[config.mk]
export PLATFORM = sky130hd
export DESIGN_NAME = loop_branch_ctl
export DESIGN_NICKNAME = d
export VERILOG_FILES = /design/src/rtl/lbc_pkg.sv /design/src/rtl/lbc_counter.sv /design/src/rtl/lbc_decide.sv /design/src/rtl/loop_branch_ctl.sv
export SDC_FILE = /design/constraint.sdc
export NUM_CORES = 1
export LEC_CHECK = 0
export BUFFER_PORTS_ARGS = -buffer_cell sky130_fd_sc_hd__buf_2
export CAP_MARGIN = 20
export CORE_AREA = 2 2 66 68
export DETAILED_ROUTE_END_ITERATION = 8
export DIE_AREA = 0 0 68 70
export PLACE_DENSITY = 0.62
export RECOVER_POWER = 25
export SLEW_MARGIN = 40
export SYNTH_ARGS = -nofsm -noshare
export SYNTH_HDL_FRONTEND = slang
export SYNTH_SLANG_ARGS = --single-unit
[constraint.sdc]
create_clock -name clk -period 1.89 [get_ports clk]
set_input_delay 0.189 -clock clk [delete_from_list [all_inputs] [get_ports clk]]
set_output_delay 0.189 -clock clk [all_outputs]
set_load 0.05 [all_outputs]
[src/rtl/lbc_pkg.sv]
package lbc_pkg;

  typedef enum logic [1:0] {
    BK_NONE  = 2'b00,
    BK_CLOOP = 2'b01,
    BK_CTOP  = 2'b10,
    BK_WTOP  = 2'b11
  } br_kind_e;

  typedef struct packed {
    logic act;
    logic taken;
    logic rotate;
    logic stage_pred;
  } lbc_verdict_t;

endpackage

[src/rtl/lbc_counter.sv]
module lbc_counter #(
  parameter int W = 8
) (
  input  logic         clk,
  input  logic         rst_n,
  input  logic         wr_en,
  input  logic [W-1:0] wr_data,
  input  logic         dec_en,
  output logic [W-1:0] q
);
  logic at_floor;
  assign at_floor = (q == '0);

  always_ff @(posedge clk) begin
    if (!rst_n)                  q <= '0;
    else if (wr_en)              q <= wr_data;
    else if (dec_en && !at_floor) q <= q - 1'b1;
  end

  AST_CNT_FLOOR: assert property (@(posedge clk) disable iff (!rst_n)
    at_floor && !wr_en |=> q == '0);
endmodule

[src/rtl/lbc_decide.sv]
module lbc_decide
  import lbc_pkg::*;
#(
  parameter int LC_W = 16,
  parameter int EC_W = 6
) (
  input  br_kind_e         kind,
  input  logic             qp,
  input  logic [LC_W-1:0]  lc,
  input  logic [EC_W-1:0]  ec,
  output lbc_verdict_t     verdict,
  output logic             lc_dec,
  output logic             ec_dec
);
  localparam logic [EC_W-1:0] EC_ONE = EC_W'(1);

  logic lc_nz, ec_more;
  assign lc_nz   = (lc != '0);
  assign ec_more = (ec > EC_ONE);

  always_comb begin
    verdict = '0;
    lc_dec  = 1'b0;
    ec_dec  = 1'b0;
    unique case (kind)
      BK_CLOOP: begin
        verdict.act   = 1'b1;
        verdict.taken = lc_nz;
        lc_dec        = lc_nz;
      end
      BK_CTOP, BK_WTOP: begin
        verdict.act    = 1'b1;
        verdict.rotate = 1'b1;
        if ((kind == BK_CTOP) ? lc_nz : qp) begin
          verdict.taken      = 1'b1;
          verdict.stage_pred = 1'b1;
          lc_dec             = (kind == BK_CTOP);
        end else begin
          verdict.taken = ec_more;
          ec_dec        = 1'b1;
        end
      end
      default: ;
    endcase
  end
endmodule

[src/rtl/loop_branch_ctl.sv]
module loop_branch_ctl
  import lbc_pkg::*;
#(
  parameter int LC_W = 16,
  parameter int EC_W = 6
) (
  input  logic            clk,
  input  logic            rst_n,
  input  logic            br_valid,
  input  logic [1:0]      br_kind,
  input  logic            br_qp,
  input  logic            lc_wr_en,
  input  logic [LC_W-1:0] lc_wr_data,
  input  logic            ec_wr_en,
  input  logic [EC_W-1:0] ec_wr_data,
  output logic            res_valid,
  output logic            res_taken,
  output logic            res_rotate,
  output logic            res_stage_pred,
  output logic [LC_W-1:0] lc_value,
  output logic [EC_W-1:0] ec_value
);
  br_kind_e     kind_in;
  lbc_verdict_t verdict;
  logic         lc_dec, ec_dec;

  assign kind_in = br_valid ? br_kind_e'(br_kind) : BK_NONE;

  lbc_decide #(.LC_W(LC_W), .EC_W(EC_W)) u_decide (
    .kind(kind_in), .qp(br_qp), .lc(lc_value), .ec(ec_value),
    .verdict(verdict), .lc_dec(lc_dec), .ec_dec(ec_dec)
  );

  lbc_counter #(.W(LC_W)) u_lc (
    .clk(clk), .rst_n(rst_n), .wr_en(lc_wr_en), .wr_data(lc_wr_data),
    .dec_en(lc_dec), .q(lc_value)
  );

  lbc_counter #(.W(EC_W)) u_ec (
    .clk(clk), .rst_n(rst_n), .wr_en(ec_wr_en), .wr_data(ec_wr_data),
    .dec_en(ec_dec), .q(ec_value)
  );

  always_ff @(posedge clk) begin
    if (!rst_n) begin
      res_valid      <= 1'b0;
      res_taken      <= 1'b0;
      res_rotate     <= 1'b0;
      res_stage_pred <= 1'b0;
    end else begin
      res_valid      <= verdict.act;
      res_taken      <= verdict.taken;
      res_rotate     <= verdict.rotate;
      res_stage_pred <= verdict.stage_pred;
    end
  end

  AST_CLOOP_NO_ROT: assert property (@(posedge clk) disable iff (!rst_n)
    br_valid && br_kind == 2'b01 |=> res_valid && !res_rotate);
  AST_KERNEL_STEP: assert property (@(posedge clk) disable iff (!rst_n)
    br_valid && br_kind == 2'b10 && lc_value != '0 && !lc_wr_en
    |=> lc_value == LC_W'($past(lc_value) - 1'b1) && res_taken && res_stage_pred);
  AST_DRAIN_PRED: assert property (@(posedge clk) disable iff (!rst_n)
    br_valid && br_kind == 2'b10 && lc_value == '0 |=> res_rotate && !res_stage_pred);
  AST_WTOP_HOLD: assert property (@(posedge clk) disable iff (!rst_n)
    br_valid && br_kind == 2'b11 && br_qp && !ec_wr_en |=> $stable(ec_value));
  AST_WRITE_WINS: assert property (@(posedge clk) disable iff (!rst_n)
    ec_wr_en |=> ec_value == $past(ec_wr_data));
  AST_IDLE_QUIET: assert property (@(posedge clk) disable iff (!rst_n)
    !br_valid |=> !res_valid);
endmodule

== After elaboration in Yosys (flattened, before gate mapping) ==
Cells that the tools add are included.

* Add/subtract/negate cells: 2
* Eq/ne operators: 3
* Reductions and logical operators: 11
* $lt $le $gt $ge: 1
* Mux-type cells: 14

{| class="wikitable"
|+ Operators by type and width
! kind !! count
|-
| 16-bit two-way mux || 2
|-
| 16-bit logical NOT || 1
|-
| 16-bit nonzero test || 1
|-
| 16-bit by 1-bit subtractor with 16-bit output, second input constant || 1
|-
| 6-bit two-way mux || 2
|-
| 6-bit by 1-bit > comparator with 1-bit output, second input constant || 1
|-
| 6-bit logical NOT || 1
|-
| 1-bit two-way mux || 6
|-
| 6-bit by 1-bit subtractor with 6-bit output, second input constant || 1
|-
| 2-bit equality test, second input constant || 2
|-
| 2-bit two-way mux || 2
|-
| 2-bit case mux with 2 select lines || 1
|-
| 2-bit nonzero test || 2
|-
| 2-bit by 1-bit equality test with 1-bit output, second input constant || 1
|-
| 1-bit logical AND || 2
|-
| 1-bit logical NOT || 2
|-
| 1-bit case mux with 2 select lines || 1
|-
| 2-bit AND reduction || 1
|-
| 2-bit OR reduction || 1
|}

* Flip-flop bits (word level): 26
* Logic and storage cells: 37
* Output and inout bits: 26
* Input port bits: 30

== Longest topological paths before layout ==
* Depth in word-level cells: 8
* Mapped depth: 8
* Depth with buffers taken out: 7

== Modules after synthesis ==
From an unflattened synthesis, not the netlist that was laid out.

* Cells, all modules: 196
* Area, all modules: 1651.6 um^2

{| class="wikitable"
|+ Modules (own cells, without submodules)
! module !! times used !! cells each !! area each (um^2) !! sequential area each (um^2)
|-
| lbc_counter at u_lc || 1 || 121 || 1013.5 || 320.3
|-
| lbc_counter at u_ec || 1 || 47 || 410.4 || 120.1
|-
| loop_branch_ctl || 1 || 10 || 117.6 || 80.1
|-
| lbc_decide || 1 || 18 || 110.1 || 0.0
|}

== Least setup slack after synthesis ==
Ideal clock, no wire load.

* Path type: register to register
* Start point: reg u_lc.q[0]
* End point: reg u_lc.q[14]
* Data required time: 1768 ps
* Buffers on the path: 1
* Period minus slack after synthesis: 2275 ps
* Library setup time: 122 ps
* Slack: -385 ps
* Arrival time: 2153 ps
* Cell stages (with the launch flop): 9
* Cell sequence: dfxtp_1 inv_1 ha_1 nor4b_1 and3_2 buf_2 nor3_1 a31oi_1 o311a_1

* Word-level cells in the longest chain between the ends: 6
* Elaborated cells on any way between the ends: 11
* Classes of those cells: add/sub: 1; mux: 5; reduce/logical: 5

{| class="wikitable"
|+ RTL lines
! element !! RTL line !! text
|-
| from (decl) || lbc_counter.sv:9 || <nowiki>output logic [W-1:0] q</nowiki>
|-
| from (signal assigned) || lbc_counter.sv:16 || <nowiki>else if (wr_en) q <= wr_data;</nowiki>
|-
| from (signal assigned) || lbc_counter.sv:17 || <nowiki>else if (dec_en && !at_floor) q <= q - 1'b1;</nowiki>
|-
| parallel branches: the longest is 6 deep, another holds 16-bit by 1-bit subtractor with 16-bit output || -- ||
|}

Parallel ways; which one is timed is not known. The select of a mux whose other input is x is not followed.
A chain may end at the register's enable or synchronous reset.

== Worst setup path after layout ==
* Start point: reg u_lc.q[7]
* End point: reg u_lc.q[12]

The elaborated chain is that of the path after synthesis.

==> summary.txt <==
Placed design
  – IO buf count: 55
  – Final GP Congestion: 0.835
  – DP Wirelength: ~2800 µm
  – Dpl ws: -0.0384 ns
  – Cell Area, Placed: 1970 µm²

Worst setup path
  – CP Max Fanout: 7
  – Setup Crit Path Kind: reg2reg
  – Slowest CP cell: or4_2
  – Worst EP required: between 2 and 2.5 ns
  – CP top delay family: simple AND/OR/NAND/NOR gates
  – Crit path from: u_lc.q[7]
  – CP Launch Type: register
  – CP Data Arrival Time: 1.93 ns
  – Crit path cell chain: or4_2, nor2_1, nor4b_2, xnor2_1, a21oi_1
  – CP max stage delay: 0.70 ns
  – CP Buf/Inv Count: 0
  – Crit end category: register
  – Worst r2r src: u_lc.q[7]

Layout
  – Most common cell after layout, fill and taps aside: buf_2
  – Share of layout cells above drive strength 1: 0.382
  – Commonest cells after routing, fill and taps aside: buf_2, o21ai_0, a21oi_1, buf_4, dfxtp_1
  – Final nets: 281
  – ANT cells: 0
  – Final Cell Area: 2070 µm²
  – P&R area growth vs syn: 37.3%

Synth
  – Cell area after synthesis: 1510 µm²
  – Post-synthesis compound-gate area fraction: 0.198
  – Sequential area share after synthesis: 0.345
  – Yosys top cell area share: 0.345
  – Synth Area in Simple Gates: 0.246
  – Syn Nets: 212
  – Seq cells post-synth: 26
  – Netlist cell types: 41
  – XOR/XNOR Fraction of Synth Area: 0.0988
  – Warnings from Yosys: 0
  – Main flop type after synthesis: dfxtp_1
  – Post-synth top area cell: dfxtp_1
  – Main combinational cell family by area after synthesis: simple AND/OR/NAND/NOR gates
  – Number of synthesized flops with an enable pin: 0
  – Synthesized area per cell: 8.47 µm²
  – Adder-cell share of the synthesized area: 0.0332
  – Gate Count Post-Synth: 178
  – Mux cell area share after synthesis: 0.0282
  – Ys async rst share: 0
  – Synth top area cells: dfxtp_1, xnor2_1, o21ai_0

CTS
  – Clk_lat worst skew: 0.27 ns
  – Inserted Clock Buffers: 3
  – Clock root cell: clkbuf_8
  – # clock sinks: 26
  – CTS tree: done
  – CTS clk-pin slew, worst paths: 0.09 ns
  – H-Tree Depth: 1
  – Post-CTS setup repair buffer count: 0
  – CTS hold repair buffers: 0
  – Buffer levels on the longest clock path: 2

Global routing
  – First-pass GRT wire length: 6310 µm
  – Pin count of the biggest net entering global routing: 27
  – Initial antenna violation count: 0
  – Number of global-route vias before repair: between 1000 and 1500
  – Gr ovfl total: 0
  – All-Layer GR Usage: 0.167

Die
  – Core area: 4140 µm²
  – Die X: 68 µm
  – Die height: ~70 µm
  – Row cnt: 24
  – # IOs: 56
  – Effective utilization at floorplan: 0.364
  – DIE AREA: 4760 µm²

STA
  – Slew Limit Fails: 0
  – F_max: between 500 and 600 MHz
  – Fin worst setup slack: between 0.1 and 0.15 ns
  – Measured slew at the worst slew-check pin: 1.00 ns
  – Setup repair after global routing missed its margin: no
  – Slew headroom: 0.331
  – Part of the cycle the worst path needs: 0.941
  – Count of final hold-check violations: 0
  – Tmin final: 1.78 ns
  – Skew final: approximately 0.0025 ns
  – Setup Viol. Count Final: 0

Power
  – Pwr dens: 783 nW/µm²
  – Leakage power: 0.834 nW
  – Largest voltage drop on the vdd net: 0.318 mV

Job
  – Number of max-cap violations: 0

Detailed routing
  – Antenna Nets Post-Route: 0
  – Routed wire length: 3800 µm
  – Number of DRC markers in iteration 0: around 110
  – Pre-Repair DR Iteration Count: 4
  – DRC Markers: 0
  – Avg Vias per Cell: slightly above 5
  – DR WL/cell: 12.8 µm
  – Vias: 1511

Min path
  – HP Start: ec_wr_data[1]
  – Hold Crit Class: in2reg

Status
  – Run status: completed
## path summary, 6_finish.rpt
check	slack [ns]	cells past startpoint	end
worst max-delay path	0.11	5	u_lc.q[12]
worst max register to register	0.11	5	u_lc.q[12]
worst min-delay path	0.14	3	u_ec.q[1]
worst min register to register	0.56	2	u_ec.q[5]
## state kept, by name, summed over array words and instances, names as in the netlist
register,cells
res_stage_pred,1
res_rotate,1
u_lc.q,16
u_ec.q,6
res_valid,1
res_taken,1
## where the power goes
part           internal (W)  switching (W)
clock              0.000284       0.000183
sequential         0.000591      0.0000461
combinational      0.000190       0.000326
## worst register-to-register path: stages (launching register included)
cell	delay [ns]
dfxtp_2	0.38
or4_2	0.70
nor2_1	0.11
nor4b_2	0.23
xnor2_1	0.15
a21oi_1	0.08
## synth_stat cells, types with 2 or more instances
| library cell | n |
|---|---|
| a31oi_1 | 2 |
| nor4_1 | 7 |
| o21ai_0 | 23 |
| xnor2_1 | 14 |
| mux2_2 | 2 |
| nor4b_1 | 7 |
| clkbuf_1 | 5 |
| nor3_1 | 8 |
| a21oi_1 | 17 |
| ha_1 | 4 |
| inv_1 | 7 |
| mux2i_1 | 2 |
| nand3_1 | 5 |
| nor2_1 | 11 |
| dfxtp_1 | 26 |
| clkinv_1 | 2 |
| nand2b_1 | 3 |
| nand2_1 | 8 |
| xor2_1 | 3 |
## per-stage QoR
| stage | instances | setup TNS, ns | power (W) | utilization | hold WS [ns] |
|---|---|---|---|---|---|
| floorplan | 178 | -0.0384 | 0.000993 | - | 0.305 |
| global placement | 294 | 0 | 0.00115 | 0.475 | 0.426 |
| detailed placement | 294 | -0.0500 | 0.00116 | 0.475 | 0.434 |
| CTS | 298 | 0 | 0.00163 | 0.494 | 0.143 |
| global route | 298 | 0 | 0.00171 | 0.499 | 0.170 |
| finish | 298 | 0 | 0.00162 | 0.499 | 0.144 |
## cell type report
type | count | area (µm²)
Fill cell | 422 | 2070
Multi-Input combinational cell | 135 | 975
Sequential cell | 26 | 537
Timing Repair Buffer | 72 | 388
Tap cell | 52 | 65.1
Clock buffer | 3 | 41.3
Inverter | 9 | 33.8
Clock inverter | 1 | 30.0
## logic make-up (layout without fill, tap and decap cells)
kind of cell / count (synthesis) / after routing
multiplexers: 4 / 4
AND/OR/NAND/NOR: 60 / 60
buffers and inverters: 17 / 85
adder cells (fa/ha/maj): 4 / 4
flip-flops: 26 / 26
XOR/XNOR: 17 / 17
AO/OA/AOI/OAI: 50 / 50
## layer usage
layer / track usage / vias to the layer above / wire [µm]
li1: - / 789 / -
met1: 0.247 / 686 / 1910
met2: 0.252 / 31 / 1710
met3: 0.0193 / 5 / 126
met4: 0.0467 / 0 / 49
met5: 0 / - / 0
## timing repair
| action | in CTS | in global routing |
|---|---|---|
| resized for setup | 2 | 8 |
| endpoints found under the setup margin | 3 | 9 |
| endpoints found under the hold margin | 0 | 0 |
Note: power is estimated with default switching activity, not from simulation.
